==> src/rtl/pkt_pkg.sv <==
package pkt_pkg;
  localparam int BYTE_W = 8;

  typedef enum logic [2:0] {
    ST_IDLE,
    ST_TYPE,
    ST_LEN,
    ST_ADDR,
    ST_DATA,
    ST_CRC,
    ST_END
  } pstate_t;
endpackage

==> src/rtl/pkt_crc8.sv <==
module pkt_crc8 #(
  parameter logic [7:0] POLY = 8'h07
) (
  input  logic       clk,
  input  logic       rst_n,
  input  logic       clr,
  input  logic       en,
  input  logic [7:0] din,
  output logic [7:0] crc
);
  logic [7:0] nxt;

  // Byte-wide form: fold the byte in, then eight shift/reduce steps.
  always_comb begin
    nxt = crc ^ din;
    for (int i = 0; i < 8; i++) begin
      nxt = nxt[7] ? ((nxt << 1) ^ POLY) : (nxt << 1);
    end
  end

  always_ff @(posedge clk or negedge rst_n) begin
    if (!rst_n)   crc <= '0;
    else if (clr) crc <= '0;
    else if (en)  crc <= nxt;
  end
endmodule

==> src/rtl/pkt_burst_cnt.sv <==
module pkt_burst_cnt #(
  parameter int W = 8
) (
  input  logic         clk,
  input  logic         rst_n,
  input  logic         load,
  input  logic [W-1:0] load_val,
  input  logic         dec,
  output logic         last
);
  logic [W-1:0] cnt;

  assign last = (cnt == '0);

  always_ff @(posedge clk or negedge rst_n) begin
    if (!rst_n)    cnt <= '0;
    else if (load) cnt <= load_val;
    else if (dec)  cnt <= cnt - 1'b1;
  end
endmodule

==> src/rtl/pkt_frame_parser.sv <==
module pkt_frame_parser
  import pkt_pkg::*;
#(
  parameter logic [7:0] SOF_BYTE   = 8'h3C,
  parameter logic [7:0] EOF_BYTE   = 8'hA5,
  parameter logic [7:0] CRC_POLY   = 8'h07,
  parameter int         ADDR_BYTES = 3
) (
  input  logic                      clk,
  input  logic                      rst_n,
  input  logic [BYTE_W-1:0]         in_data,
  input  logic                      in_valid,
  output logic                      in_ready,
  output logic [BYTE_W-1:0]         out_data,
  output logic                      out_valid,
  input  logic                      out_ready,
  output logic [BYTE_W-1:0]         hdr_type,
  output logic [BYTE_W-1:0]         hdr_len,
  output logic [8*ADDR_BYTES-1:0]   hdr_addr,
  output logic                      hdr_valid,
  output logic                      done,
  output logic                      error
);
  localparam int AW  = BYTE_W * ADDR_BYTES;
  localparam int ACW = (ADDR_BYTES > 1) ? $clog2(ADDR_BYTES) : 1;

  pstate_t        state;
  logic [ACW-1:0] addr_idx;
  logic           acc;
  logic           addr_last;
  logic           burst_last;
  logic [7:0]     crc_val;
  logic           crc_clr;
  logic           crc_en;

  assign in_ready  = !(state == ST_DATA && out_valid && !out_ready);
  assign acc       = in_valid && in_ready;
  assign addr_last = (addr_idx == ACW'(ADDR_BYTES - 1));
  assign crc_clr   = acc && (state == ST_IDLE) && (in_data == SOF_BYTE);
  assign crc_en    = acc && (state == ST_TYPE || state == ST_LEN ||
                             state == ST_ADDR || state == ST_DATA);

  pkt_crc8 #(.POLY(CRC_POLY)) u_crc (
    .clk(clk), .rst_n(rst_n), .clr(crc_clr), .en(crc_en),
    .din(in_data), .crc(crc_val)
  );

  pkt_burst_cnt #(.W(BYTE_W)) u_cnt (
    .clk(clk), .rst_n(rst_n),
    .load(acc && state == ST_LEN), .load_val(in_data),
    .dec(acc && state == ST_DATA), .last(burst_last)
  );

  always_ff @(posedge clk or negedge rst_n) begin
    if (!rst_n) begin
      state     <= ST_IDLE;
      addr_idx  <= '0;
      hdr_type  <= '0;
      hdr_len   <= '0;
      hdr_addr  <= '0;
      hdr_valid <= 1'b0;
      out_valid <= 1'b0;
      out_data  <= '0;
      done      <= 1'b0;
      error     <= 1'b0;
    end else begin
      hdr_valid <= 1'b0;
      done      <= 1'b0;
      error     <= 1'b0;
      if (out_valid && out_ready) out_valid <= 1'b0;
      if (acc) begin
        case (state)
          ST_IDLE: if (in_data == SOF_BYTE) state <= ST_TYPE;
          ST_TYPE: begin
            hdr_type <= in_data;
            state    <= ST_LEN;
          end
          ST_LEN: begin
            hdr_len  <= in_data;
            addr_idx <= '0;
            state    <= ST_ADDR;
          end
          ST_ADDR: begin
            hdr_addr <= {hdr_addr[AW-BYTE_W-1:0], in_data};
            if (addr_last) begin
              hdr_valid <= 1'b1;
              state     <= ST_DATA;
            end else begin
              addr_idx <= addr_idx + 1'b1;
            end
          end
          ST_DATA: begin
            out_valid <= 1'b1;
            out_data  <= in_data;
            if (burst_last) state <= ST_CRC;
          end
          ST_CRC: begin
            if (in_data == crc_val) state <= ST_END;
            else begin
              error <= 1'b1;
              state <= ST_IDLE;
            end
          end
          ST_END: begin
            if (in_data == EOF_BYTE) done  <= 1'b1;
            else                     error <= 1'b1;
            state <= ST_IDLE;
          end
          default: state <= ST_IDLE;
        endcase
      end
    end
  end

  // a stray byte while idle leaves the parser idle with no status pulse
  assert_idle_drop_R2: assert property (@(posedge clk) disable iff (!rst_n)
    (state == ST_IDLE && acc && in_data != SOF_BYTE) |=>
      (state == ST_IDLE && !done && !error));

  // the header pulse coincides with the start of the burst phase
  assert_hdr_phase_R3: assert property (@(posedge clk) disable iff (!rst_n)
    hdr_valid |-> (state == ST_DATA));

  // a stalled output byte holds
  assert_out_hold_R5: assert property (@(posedge clk) disable iff (!rst_n)
    (out_valid && !out_ready) |=> (out_valid && $stable(out_data)));

  // never both status pulses at once
  assert_excl_pulse_R8: assert property (@(posedge clk) disable iff (!rst_n)
    !(done && error));

  // done lasts one cycle
  assert_done_single_R8: assert property (@(posedge clk) disable iff (!rst_n)
    done |=> !done);

  // error lasts one cycle
  assert_err_single_R8: assert property (@(posedge clk) disable iff (!rst_n)
    error |=> !error);
endmodule

==> config.mk <==
export PLATFORM = sky130hd
export DESIGN_NAME = pkt_frame_parser
export DESIGN_NICKNAME = d
export VERILOG_FILES = /design/src/rtl/pkt_pkg.sv /design/src/rtl/pkt_crc8.sv /design/src/rtl/pkt_burst_cnt.sv /design/src/rtl/pkt_frame_parser.sv
export SDC_FILE = /design/constraint.sdc
export NUM_CORES = 1
export LEC_CHECK = 0
export BUFFER_PORTS_ARGS = -buffer_cell sky130_fd_sc_hd__buf_2
export CORE_MARGIN = 2
export CORE_UTILIZATION = 51
export CTS_CLUSTER_SIZE = 16
export DETAILED_ROUTE_END_ITERATION = 7
export PLACE_DENSITY = 0.85
export SLEW_MARGIN = 5
export SYNTH_ARGS = -nofsm -noshare
export SYNTH_HDL_FRONTEND = slang
export SYNTH_HIERARCHICAL = 1
export SYNTH_SLANG_ARGS = --single-unit
export TNS_END_PERCENT = 1
==> constraint.sdc <==
create_clock -name clk -period 2.2 [get_ports clk]
set_input_delay 0.11 -clock clk [delete_from_list [all_inputs] [get_ports clk]]
set_output_delay 0.11 -clock clk [all_outputs]
set_load 0.01 [all_outputs]
Yosys cells after proc, flatten, opt, wreduce, memory -nomap -nowiden. Index checks and enable logic that the tools add are counted.

Bitwise operators: 9. Reduce and logical (&&, ||, !) cells: 25. Add/sub/neg operators: 2. Mux-type cells: 32. Equality and inequality tests: 14.

Operators by type and width (count): $mux W3 (12); $mux W8 (4); $not A3 Y3 (8); $pmux W3 S6 (1); $mux W1 (12); $eq A3 B3 Y1 const B (3); $logic_and A1 B1 Y1 (9); $eq A8 B6 Y1 const B (1); $eq A8 B8 Y1 (1); $eq A8 B8 Y1 const B (1); $logic_not A8 Y1 (1); $reduce_and A2 Y1 (4); $sub A8 B1 Y8 const B (1); $xor A8 B8 Y8 (1); $eq A3 B2 Y1 const B (2); $ne A2 B2 Y1 const B (3); $reduce_bool A2 Y1 (3); $pmux W2 S2 (1); $reduce_and A4 Y1 (1); $eq A3 B1 Y1 const B (1); $logic_not A3 Y1 (1); $logic_or A1 B1 Y1 (3); $reduce_and A3 Y1 (1); $add A2 B1 Y2 const B (1); 5 further kinds (6).

Input port bits: 12. Register bits after elaboration: 73. Logic and storage cells: 94.

Depth between registers and ports, before layout. Gate-level depths: netlist (run 1).

Depth in word-level cells: 19. Gate-level depth with buffers: 7. Mapped depth without buffers: 7.

Modules after synthesis. Netlist (run 1), hierarchy kept.

Modules (own cells, without submodules): pkt_frame_parser (times used 1, area each 2612.5 um^2, seq. area each 1426.4 um^2, cells an instance 174); pkt_crc8 (times used 1, area each 650.6 um^2, seq. area each 200.2 um^2, cells an instance 57); pkt_burst_cnt (times used 1, area each 474.2 um^2, seq. area each 200.2 um^2, cells an instance 50).

Worst setup path before layout (run 1). No wires, ideal clock.

Path kind: reg-to-reg. From: register state[0]. To: register u_cnt.cnt[5]. Required time: 2.076 ns. Path slack: 0.090 ns. Arrival time: 1.986 ns. Setup time: 0.124 ns. Stages on the path, launching flop included: 7. Path through: dfrtp_1 nor2_2 nand4_4 inv_1 or4b_4 o31a_1 o31a_1.

Longest elaborated chain between the ends: 7.

Ends and longest elaborated chain: start, declared (RTL line pkt_frame_parser.sv:27) `pstate_t state;`; start signal, assigned (RTL line pkt_frame_parser.sv:56) `state <= ST_IDLE;`; start signal, assigned (RTL line pkt_frame_parser.sv:73) `ST_IDLE: if (in_data == SOF_BYTE) state <= ST_TYPE;`; start signal, assigned (RTL line pkt_frame_parser.sv:76) `state <= ST_LEN;`; $eq A3 B3 Y1 (RTL line pkt_frame_parser.sv:36, pkt_frame_parser.sv:51); $logic_and A1 B1 Y1 (2 in a row) (RTL line pkt_frame_parser.sv:36) `assign in_ready = !(state == ST_DATA && out_valid && !out_ready);`; $logic_not A1 Y1 (RTL line pkt_frame_parser.sv:36); $logic_and A1 B1 Y1 (RTL line pkt_frame_parser.sv:37) `assign acc = in_valid && in_ready;`; $logic_and A1 B1 Y1, on equally long branches (RTL line pkt_frame_parser.sv:50, pkt_frame_parser.sv:51); $mux W8 or $reduce_bool A2 Y1 (tied branches); end signal, assigned (RTL line pkt_burst_cnt.sv:17) `else if (load) cnt <= load_val;`; end signal, assigned (RTL line pkt_burst_cnt.sv:18) `else if (dec) cnt <= cnt - 1'b1;`; end, declared (RTL line pkt_burst_cnt.sv:11) `logic [W-1:0] cnt;`.

Parallel ways exist; a longest one is shown, timed or not. A chain may end at the register's enable or synchronous reset.

Final worst setup path (run 1).
From: register state[1]. To: register u_cnt.cnt[5].

The elaborated chain is that of the path after synthesis.

==> reports/metrics.cfg, run 1 <==
[die]
rows=31
fp.coreArea_um2=7180
dieArea_um2=8030
die-width_um=89.6
start_util=0.521
die_height_um=89.6
pin_count=65

[sta]
final-setup-viol-count=0
hold_viol=0
skew_ns=0.00815
setup_tns_ns=0
slew_violations=0
post-route-period-util=0.915
relSlewSlack=0.604
rsz0062_at_grt=no
fmax_mhz=497
layout_min_cycle_time_ns=2.01
tightest_slew_ns=0.592

[logic_synthesis]
async_flop_share=1.00
yosysSeqAreaShare=0.489
ys.warnings.count=6
netlist_top_cells_area=dfrtp_1 (49%), mux2_1 (9.0%), mux2_4 (8.0%), xnor2_1 (3.7%), xor2_1 (2.3%)
synthCells=281
netlist-cell-type-count=55
synthFlopType=dfrtp_1
synth_top_cell_by_area=dfrtp_1
syn-cell-area_um2=3740
syn_area_per_cell_um2=13.3
synth_fp_nets=296
netlist.area_leader.share=0.489
synth-seq-cells=73
synth_edf_count=0

[pwr]
power_density_nw_per_um2=1440
ir_drop_mv=0.805
p_leak_nw=2.16
power_w=0.00638

[critical_path]
crit_family=simple AND/OR/NAND/NOR gates
regToRegEndpoint=u_cnt/cnt[5]
crit_buf_inv=1
start_kind=flop
crit_top_cell=o31a_1
regToRegSetupSlack_ns=0.19
worstPathRequired_ns=2.44
slowest_stage=or4b_4
critPathArrivalTime_ns=2.25
cp-end-kind=flop
r2r_start=state[1]
r2r_cells=6
path_class=flop to flop
path_cells=nor2_2 > nand4_4 > inv_1 > or4b_4 > o31a_1 > o31a_1
cpPeakStageDelay_ns=0.50
crit_fanout=5

[routing]
vias=2493
first_iter_violations=182
route.detailed.wl_per_inst_um=16.5
vias_per_cell=5.38
routed_wl_um=7640
firstDrtPassIters=4
ant_nets=0
drc=0

[clock_tree]
postCtsSetupBuffers=0
h-tree-depth=3
cts_max_path_buffers=2
insertion_delay_ns=0.35
cts_tree=done
clkTransAtPathRegs_ns=0.08
root_buffer=clkbuf_8
clock-sinks=73
cts_made_buffers=9

[final_layout]
antenna_cells=0
multi_input_area_um2=1800
synthToLayoutAreaGrowth_pct=18.9
seqCellArea_um2=1830
drive_gt1_frac=0.357
fillers=538
nNetsFinal=374

[flow_run]
drv_cap=0

[placement]
dp.final_hpwl_um=5290
place_congestion=0.887
portBuffers=64

[outcome]
status=finished clean

[min_path]
min_from=in_data[6]
min_path_type=primary input to flop
hold_path_depth=3
holdPathEnd=done

[global_routing]
grt_pass1_wl_um=12400
grt_pass1_vias=2455
grt_remaining_overflow=0
antenna_found_initial=0
track_usage=0.207
grt_start_max_net_pins=74

## power breakdown
part / switching, W / internal (W) / leakage [nW]
Combinational: 0.00128 / 0.00153 / 1.16
Clock: 0.000509 / 0.000673 / 0.107
Sequential: 0.000451 / 0.00194 / 0.898
Total: 0.00224 / 0.00414 / 2.16
## cell usage in the layout, fill, tap and decap left out, types with 3 or more instances in the layout
| master | synthesis | final |
|---|---|---|
| dfrtp_1 | 73 | 73 |
| buf_2 | 1 | 64 |
| mux2_1 | 30 | 30 |
| mux2_4 | 20 | 20 |
| nand2_1 | 18 | 18 |
| xnor2_1 | 16 | 16 |
| nor2_1 | 12 | 12 |
| xor2_1 | 10 | 10 |
| clkbuf_8 | 0 | 10 |
| buf_4 | 4 | 10 |
| o21ai_0 | 9 | 9 |
| inv_1 | 7 | 7 |
| a21oi_1 | 5 | 5 |
| nand2b_1 | 4 | 4 |
| nor4_2 | 4 | 4 |
| a211oi_1 | 4 | 4 |
| nor2b_1 | 4 | 4 |
| nand3_1 | 3 | 3 |
| or3_1 | 3 | 3 |
| ha_1 | 3 | 3 |
| or4_1 | 3 | 3 |
| xor3_1 | 3 | 3 |
| xnor3_1 | 3 | 3 |
## sequential cells by signal, summed over array words and instances, names as in the netlist
name	flops
out_valid	1
hdr_type	8
hdr_len	8
done	1
hdr_addr	24
error	1
out_data	8
u_cnt/cnt	8
hdr_valid	1
state	3
addr_idx	2
u_crc/crc	8
## worst min-delay path, stage by stage
cell and delay, ns:
buf_2 0.09, nand4bb_4 0.15, nor4_2 0.05
## cell usage after synthesis, types with 2 or more instances
cell      count
dfrtp_1      73
mux2_1       30
mux2_4       20
nand2_1      18
xnor2_1      16
nor2_1       12
xor2_1       10
o21ai_0       9
inv_1         7
a21oi_1       5
a211oi_1      4
buf_4         4
nand2b_1      4
nor2b_1       4
nor4_2        4
ha_1          3
nand3_1       3
or3_1         3
or4_1         3
xnor3_1       3
xor3_1        3
a22o_1        2
a31o_1        2
buf_6         2
clkbuf_1      2
nor4b_1       2
o21ai_1       2
o31a_1        2
o31ai_1       2
or2_2         2
## area by class of cell
type / count / share of cell area
clock inverters: 4 / 0.0172
clock buffers: 12 / 0.0327
flip-flops and latches: 73 / 0.411
well taps: 99 / 0.0279
multi-input cells: 191 / 0.406
repair buffers: 76 / 0.0957
inverters: 8 / 0.00986
## per-layer routing
layer | wire length [um] | vias to the layer above | share of wire | track usage
met4 | 110 | 0 | 0.014 | 0.0570
met2 | 3680 | 62 | 0.48 | 0.338
met5 | 0 | - | 0 | 0
li1 | - | 1158 | - | -
met3 | 331 | 15 | 0.043 | 0.0585
met1 | 3520 | 1258 | 0.46 | 0.271
## worst max-delay path by stage
stage              from            to  slack, ns  depth (start not counted)
6_report       state[1]  u_cnt/cnt[5]       0.19                          6
5_1_grt        state[1]  u_cnt/cnt[5]       0.11                          6
4_1_cts        state[1]  u_cnt/cnt[5]       0.19                          6
3_5_place_dp   state[1]  u_cnt/cnt[5]       0.20                          6
3_3_place_gp   state[1]  u_cnt/cnt[5]       0.30                          6
2_1_floorplan  state[0]  u_cnt/cnt[5]       0.09                          6
## kinds of logic (layout without fill, tap and decap cells)
family | count (synthesis) | in the layout | share of synthesized area
xor+xnor | 33 | 33 | 0.102
simple gates | 71 | 71 | 0.135
buf+inv | 17 | 100 | 0.0291
compound gates | 33 | 33 | 0.0609
flops | 73 | 73 | 0.489
fa+ha+maj | 3 | 3 | 0.0100
mux | 51 | 51 | 0.173
## per-stage QoR
stage | utilization | hold slack (ns) | cell area (um2) | cells | setup slack [ns]
floorplan | - | -0.186 | 3740 | 281 | 0.0905
global placement | 0.587 | 0.165 | 4210 | 446 | 0.300
detailed placement | 0.587 | 0.170 | 4210 | 446 | 0.199
CTS | 0.619 | 0.0790 | 4440 | 463 | 0.188
global route | 0.619 | 0.0806 | 4440 | 463 | 0.108
finish | 0.619 | 0.0859 | 4440 | 463 | 0.186
## what timing repair did
action | in CTS | in global routing
hold buffers | 1 | 0
endpoints found under the hold margin | 73 | 0
resized for setup | 0 | 0
endpoints found under the setup margin | 0 | 0
Power figures use the tool's default switching activity.
==> run 2: changes to the inputs <==
--- a/config.mk
+++ b/config.mk
@@ -7,10 +7,10 @@
 export LEC_CHECK = 0
 export BUFFER_PORTS_ARGS = -buffer_cell sky130_fd_sc_hd__buf_2
 export CORE_MARGIN = 2
-export CORE_UTILIZATION = 51
+export CORE_UTILIZATION = 48
 export CTS_CLUSTER_SIZE = 16
 export DETAILED_ROUTE_END_ITERATION = 7
-export PLACE_DENSITY = 0.85
+export PLACE_DENSITY = 0.81
 export SLEW_MARGIN = 5
 export SYNTH_ARGS = -nofsm -noshare
 export SYNTH_HDL_FRONTEND = slang
==> run 2 against run 1 <==
Against the previous run:
- maximum frequency grew 1.1%
- first-iteration DRC count shrank 27%
- flip-flop and latch count is the same
- worst setup slack gained 0.022 ns
- count of clock-buffer cells in the layout shrank 1
- non-clock buffer count grew 1
- register-to-register slack gained 0.02 ns
- routed wire length grew 0.68%
- power shrank 0.88%
- critical path type unchanged
- critical endpoint unchanged
- largest power group unchanged
==> reports/metrics.cfg, run 2 (same netlist as run 1, synthesis figures left out) <==
[outcome]
status=finished clean

[routing]
drc=0  ; unchanged
first_iter_violations=132  ; -27%
vias=2464  ; -1.2%
route.detailed.wl_per_inst_um=16.5  ; -0.18%
vias_per_cell=5.28  ; -2.0%
firstDrtPassIters=6  ; +2
routed_wl_um=7690  ; +0.68%
ant_nets=0  ; unchanged

[placement]
place_ws_ns=0.205  ; +0.00627 ns
dp.final_hpwl_um=5470  ; +3.2%
place_congestion=0.823  ; -7.3%
portBuffers=64  ; unchanged
dpl_cell_area_um2=4220  ; +0.27%

[flow_run]
drv_cap=0  ; unchanged

[critical_path]
cpPeakStageDelay_ns=0.50  ; about the same
slowest_stage=or4b_4
critPathArrivalTime_ns=2.23  ; -0.02 ns
worstPathRequired_ns=2.44  ; about the same
path_class=flop to flop
crit_buf_inv=1  ; unchanged
crit_fanout=5  ; unchanged
crit_top_cell=o31a_1
crit_family=simple AND/OR/NAND/NOR gates
path_cells=nor2_2 > nand4_4 > inv_1 > or4b_4 > o31a_1 > o31a_1
cp-end-kind=flop
start_kind=flop

[clock_tree]
insertion_delay_ns=0.35  ; about the same
postCtsSetupBuffers=0  ; unchanged
clkTransAtPathRegs_ns=0.09  ; about the same
cts_max_path_buffers=2  ; unchanged
cts_tree=done
clock-sinks=73  ; unchanged
root_buffer=clkbuf_8
cts_made_buffers=9  ; unchanged
h-tree-depth=3  ; unchanged

[sta]
fmax_mhz=502  ; +1.1%
hold_ws_ns=0.124  ; +0.0381 ns
relSlewSlack=0.563  ; -0.0415
post-route-period-util=0.905  ; -0.00989
tightest_slew_ns=0.656  ; +0.0631 ns
setup_slack_ns=0.208  ; +0.0217 ns
hold_viol=0  ; unchanged
layout_min_cycle_time_ns=1.99  ; -0.0217 ns
slew_violations=0  ; unchanged
final-setup-viol-count=0  ; unchanged
skew_ns=0.0144  ; +0.00624 ns
rsz0062_at_grt=no
setup_tns_ns=0  ; unchanged

[die]
start_util=0.489  ; -0.0321
rows=32  ; +3.2%
fp.coreArea_um2=7650  ; +6.6%
pin_count=65  ; unchanged
die_height_um=92.2  ; +2.9%
die-width_um=92.2  ; +2.9%
dieArea_um2=8510  ; +6.0%

[pwr]
ir_drop_mv=0.521  ; -35%
pwr-share-clk=0.175  ; -0.010
p_sw_w=0.00225  ; +0.66%
seqPwrFrac=0.379  ; +0.004
p_int_w=0.00407  ; -1.7%
power_frac_comb=0.447  ; +0.007
power_density_nw_per_um2=1420  ; -0.96%
p_leak_nw=2.16  ; about the same
switching_share=0.356  ; +0.00543

[global_routing]
track_usage=0.194  ; -0.0130
grt_start_max_net_pins=45  ; -39%
grt_remaining_overflow=0  ; unchanged
grt_pass1_wl_um=12600  ; +1.8%
antenna_found_initial=0  ; unchanged
grt_pass1_vias=2423  ; -1.3%

[final_layout]
layout_common_cells=dfrtp_1 (73), buf_2 (64), mux2_1 (30), mux2_4 (20), nand2_1 (18)
antenna_cells=0  ; unchanged
final_area_um2=4450  ; about the same
nNetsFinal=375  ; +0.27%
drive_gt1_frac=0.364  ; +0.00724
utilization=0.581  ; -0.0377
largest_register_ffs=24  ; unchanged
layout_commonest_cell=dfrtp_1
regMostFlops=hdr_addr
synthToLayoutAreaGrowth_pct=19.0  ; about the same
fillers=628  ; +17%

[min_path]
min_path_type=primary input to flop

run 2: layout make-up:
| type | count | area [um2] | area share |
|---|---|---|---|
| clock inverters | 5 | 62.6 | 0.0141 |
| well taps | 102 | 128 | 0.0287 |
| flip-flops and latches | 73 | 1830 | 0.411 |
| multi-input cells | 191 | 1800 | 0.405 |
| clock buffers | 11 | 151 | 0.0340 |
| repair buffers | 77 | 433 | 0.0974 |
| inverters | 8 | 43.8 | 0.00985 |
run 2: repair_timing:
action | 4_1_cts | 5_1_grt
hold endpoints to repair | 29 | 0
gates resized for setup | 0 | 0
hold buffers | 1 | 0
run 2: final timing paths:
path / start / end / slack [ns] / depth (start not counted)
setup reg to reg: state[1] / u_cnt/cnt[5] / 0.21 / 6
min in group asynchronous: rst_n / hdr_addr[5] / 0.31 / 2
setup / recovery: state[1] / u_cnt/cnt[5] / 0.21 / 6
max in group asynchronous: rst_n / state[2] / 1.22 / 3
hold / removal: in_data[1] / done / 0.12 / 3
hold reg to reg: hdr_type[0] / hdr_type[0] / 0.48 / 1
run 2: metrics by stage:
stage / instances / power, W
2_1_floorplan: 281 / 0.00440
3_5_place_dp: 450 / 0.00524
5_1_grt: 467 / 0.00675
6_report: 467 / 0.00632
3_3_place_gp: 450 / 0.00511
4_1_cts: 467 / 0.00638
run 2: worst reg2reg max path, stage by stage, from the launching register on:
cell and delay, ns:
dfrtp_1 0.39, nor2_2 0.24, nand4_4 0.13, inv_1 0.09, or4b_4 0.50, o31a_1 0.25
o31a_1 0.28
run 2: power groups by stage:
stage          logic, W  clock network (W)  registers, W
2_1_floorplan   0.00187                  0       0.00253
3_3_place_gp    0.00275                  0       0.00236
3_5_place_dp    0.00283                  0       0.00241
4_1_cts         0.00285            0.00113       0.00239
5_1_grt         0.00307            0.00120       0.00248
6_report        0.00282            0.00110       0.00239
run 2: layer usage:
metal / GRT usage / vias up / routed length [um] / part of all wire
li1: - / 1156 / - / -
met3: 0.0452 / 6 / 398 / 0.052
met2: 0.322 / 75 / 3880 / 0.50
met1: 0.250 / 1227 / 3340 / 0.43
met5: 0 / - / 0 / 0
met4: 0.0672 / 0 / 66 / 0.0086
==> run 3: changes to the inputs <==
--- a/config.mk
+++ b/config.mk
@@ -6,11 +6,12 @@
 export NUM_CORES = 1
 export LEC_CHECK = 0
 export BUFFER_PORTS_ARGS = -buffer_cell sky130_fd_sc_hd__buf_2
+export CORE_ASPECT_RATIO = 2
 export CORE_MARGIN = 2
 export CORE_UTILIZATION = 48
 export CTS_CLUSTER_SIZE = 16
 export DETAILED_ROUTE_END_ITERATION = 7
-export PLACE_DENSITY = 0.81
+export PLACE_DENSITY_LB_ADDON = 0.2
 export SLEW_MARGIN = 5
 export SYNTH_ARGS = -nofsm -noshare
 export SYNTH_HDL_FRONTEND = slang
==> run 3 against run 2 <==
Against the previous run:
- utilization up 2.5 points
- cell count down 1.5%
- register-to-register slack about the same
- first-iteration DRC count down 29%
- flip-flop and latch count unchanged
- die area up 0.50%
- global-route usage up 1.1 points
- design area up 2.8%
- clock power up 47%
- critical path depth unchanged
- clock skew down 0.0072 ns
- combinational power about the same
- largest cell class unchanged
==> reports/metrics.cfg, run 3 (same netlist as run 1, synthesis figures left out) <==
[outcome]
status=finished clean

[clock_tree]
h-tree-depth=3  ; unchanged
root_buffer=clkbuf_16
cts_tree=done
cts_max_path_buffers=2  ; unchanged
cts_made_buffers=9  ; unchanged
insertion_delay_ns=0.33  ; -0.02 ns
clock-sinks=73  ; unchanged
clkTransAtPathRegs_ns=0.05  ; -0.04 ns

[die]
start_util=0.495  ; +0.00665
fp.coreArea_um2=7540  ; -1.3%
die-width_um=66.4  ; -28%
pin_count=65  ; unchanged
rows=45  ; +41%
die_height_um=129  ; +40%
dieArea_um2=8550  ; +0.50%

[pwr]
p_leak_nw=2.23  ; +3.3%
ir_drop_mv=0.569  ; +9.2%
power_w=0.00684  ; +8.3%
power_density_nw_per_um2=1500  ; +5.3%

[critical_path]
cpPeakStageDelay_ns=0.49  ; about the same
path_class=flop to flop
critPathArrivalTime_ns=2.20  ; -0.03 ns
crit_fanout=5  ; unchanged
path_cells=nor2_2 > nand4_4 > inv_1 > or4b_4 > o31a_1 > o31a_1
worstPathRequired_ns=2.41  ; -0.03 ns
crit_top_cell=o31a_1
start_kind=flop
slowest_stage=or4b_4
cp-end-kind=flop

[global_routing]
grt_start_max_net_pins=74  ; +64%
antenna_found_initial=0  ; unchanged
grt_pass1_wl_um=12700  ; +0.93%
grt_pass1_vias=2378  ; -1.9%
track_usage=0.205  ; +0.0112
grt_remaining_overflow=0  ; unchanged

[flow_run]
drv_cap=0  ; unchanged

[sta]
hold_viol=0  ; unchanged
layout_min_cycle_time_ns=1.99  ; -0.00284 ns
tightest_slew_ns=0.603  ; -0.0522 ns
setup_tns_ns=0  ; unchanged
final-setup-viol-count=0  ; unchanged
fmax_mhz=503  ; +0.14%
rsz0062_at_grt=no
hold_ws_ns=0.115  ; -0.00855 ns
relSlewSlack=0.597  ; +0.0342
slew_violations=0  ; unchanged
skew_ns=0.00718  ; -0.00721 ns
post-route-period-util=0.904  ; -0.00129

[routing]
firstDrtPassIters=6  ; unchanged
route.detailed.wl_per_inst_um=17.4  ; +5.5%
routed_wl_um=7990  ; +3.9%
vias_per_cell=5.35  ; +1.5%
vias=2463  ; -0.041%
first_iter_violations=94  ; -29%
drc=0  ; unchanged
ant_nets=0  ; unchanged

[final_layout]
largest_register_ffs=24  ; unchanged
nNetsFinal=376  ; +0.27%
antenna_cells=0  ; unchanged
synthToLayoutAreaGrowth_pct=22.4
utilization=0.606  ; +0.0247
layout_common_cells=dfrtp_1 (73), buf_2 (63), mux2_1 (30), mux2_4 (20), nand2_1 (18)
layout_commonest_cell=dfrtp_1
drive_gt1_frac=0.366  ; +0.00174
final_area_um2=4570  ; +2.8%
regMostFlops=hdr_addr

[placement]
place_congestion=0.859  ; +4.4%
dp.final_hpwl_um=5710  ; +4.4%
portBuffers=64  ; unchanged
dpl_cell_area_um2=4220  ; unchanged

[min_path]
min_path_type=primary input to flop

## run 3: changes by cell type in the layout (fill, tap and decap cells not counted), sizes merged
cell / previous run / this run
clkbuf: 11 / 12
clkinv: 1 / 2
clkinvlp: 2 / 0
inv: 8 / 7
buf: 76 / 77
bufinv: 2 / 3
## run 3: cell type report
class	instances	area, um2
fill	654	2970
inverter	8	43.8
multi-input combinational	191	1800
sequential	73	1830
timing repair buffer	78	443
tap	94	118
clock inverter	4	73.8
clock buffer	12	267
## run 3: through the flow
stage / instances / setup slack, ns
detailed placement: 443 / 0.216
global placement: 443 / 0.275
floorplan: 281 / 0.0905
CTS: 460 / 0.206
finish: 460 / 0.211
global route: 460 / 0.146
## run 3: repair_timing
| action | 4_1_cts | 5_1_grt |
|---|---|---|
| endpoints found under the hold margin | 73 | 0 |
| setup buffers | 0 | 0 |
| resized for setup | 0 | 0 |
| hold buffers | 1 | 0 |
## run 3: critical path: cells and delay by family, from the launching register on
family	cells	cell delay, ns
simple gates	3	0.85
buf+inv	1	0.09
flops	1	0.39
compound gates	2	0.53
## run 3: power by group
group          switching, W  internal [W]  total [W]
Combinational       0.00129       0.00155    0.00284
Sequential         0.000438       0.00194    0.00238
Clock              0.000536       0.00108    0.00162
## run 3: worst paths after layout
kind	start	endpoint	slack (ns)	cells past startpoint
min in group asynchronous	rst_n	hdr_len[5]	0.34	3
max	state[1]	u_cnt/cnt[5]	0.21	6
min	in_data[2]	done	0.12	3
max in group asynchronous	rst_n	hdr_addr[1]	1.54	3
min reg2reg	hdr_len[7]	hdr_len[7]	0.48	1
max reg2reg	state[1]	u_cnt/cnt[5]	0.21	6
## run 3: per-layer routing
metal | global-route usage | wire [um] | vias up
met5 | 0 | 0 | -
met4 | 0.0768 | 136 | 0
met3 | 0.0455 | 324 | 12
met2 | 0.365 | 4470 | 61
met1 | 0.233 | 3060 | 1230
li1 | - | - | 1160
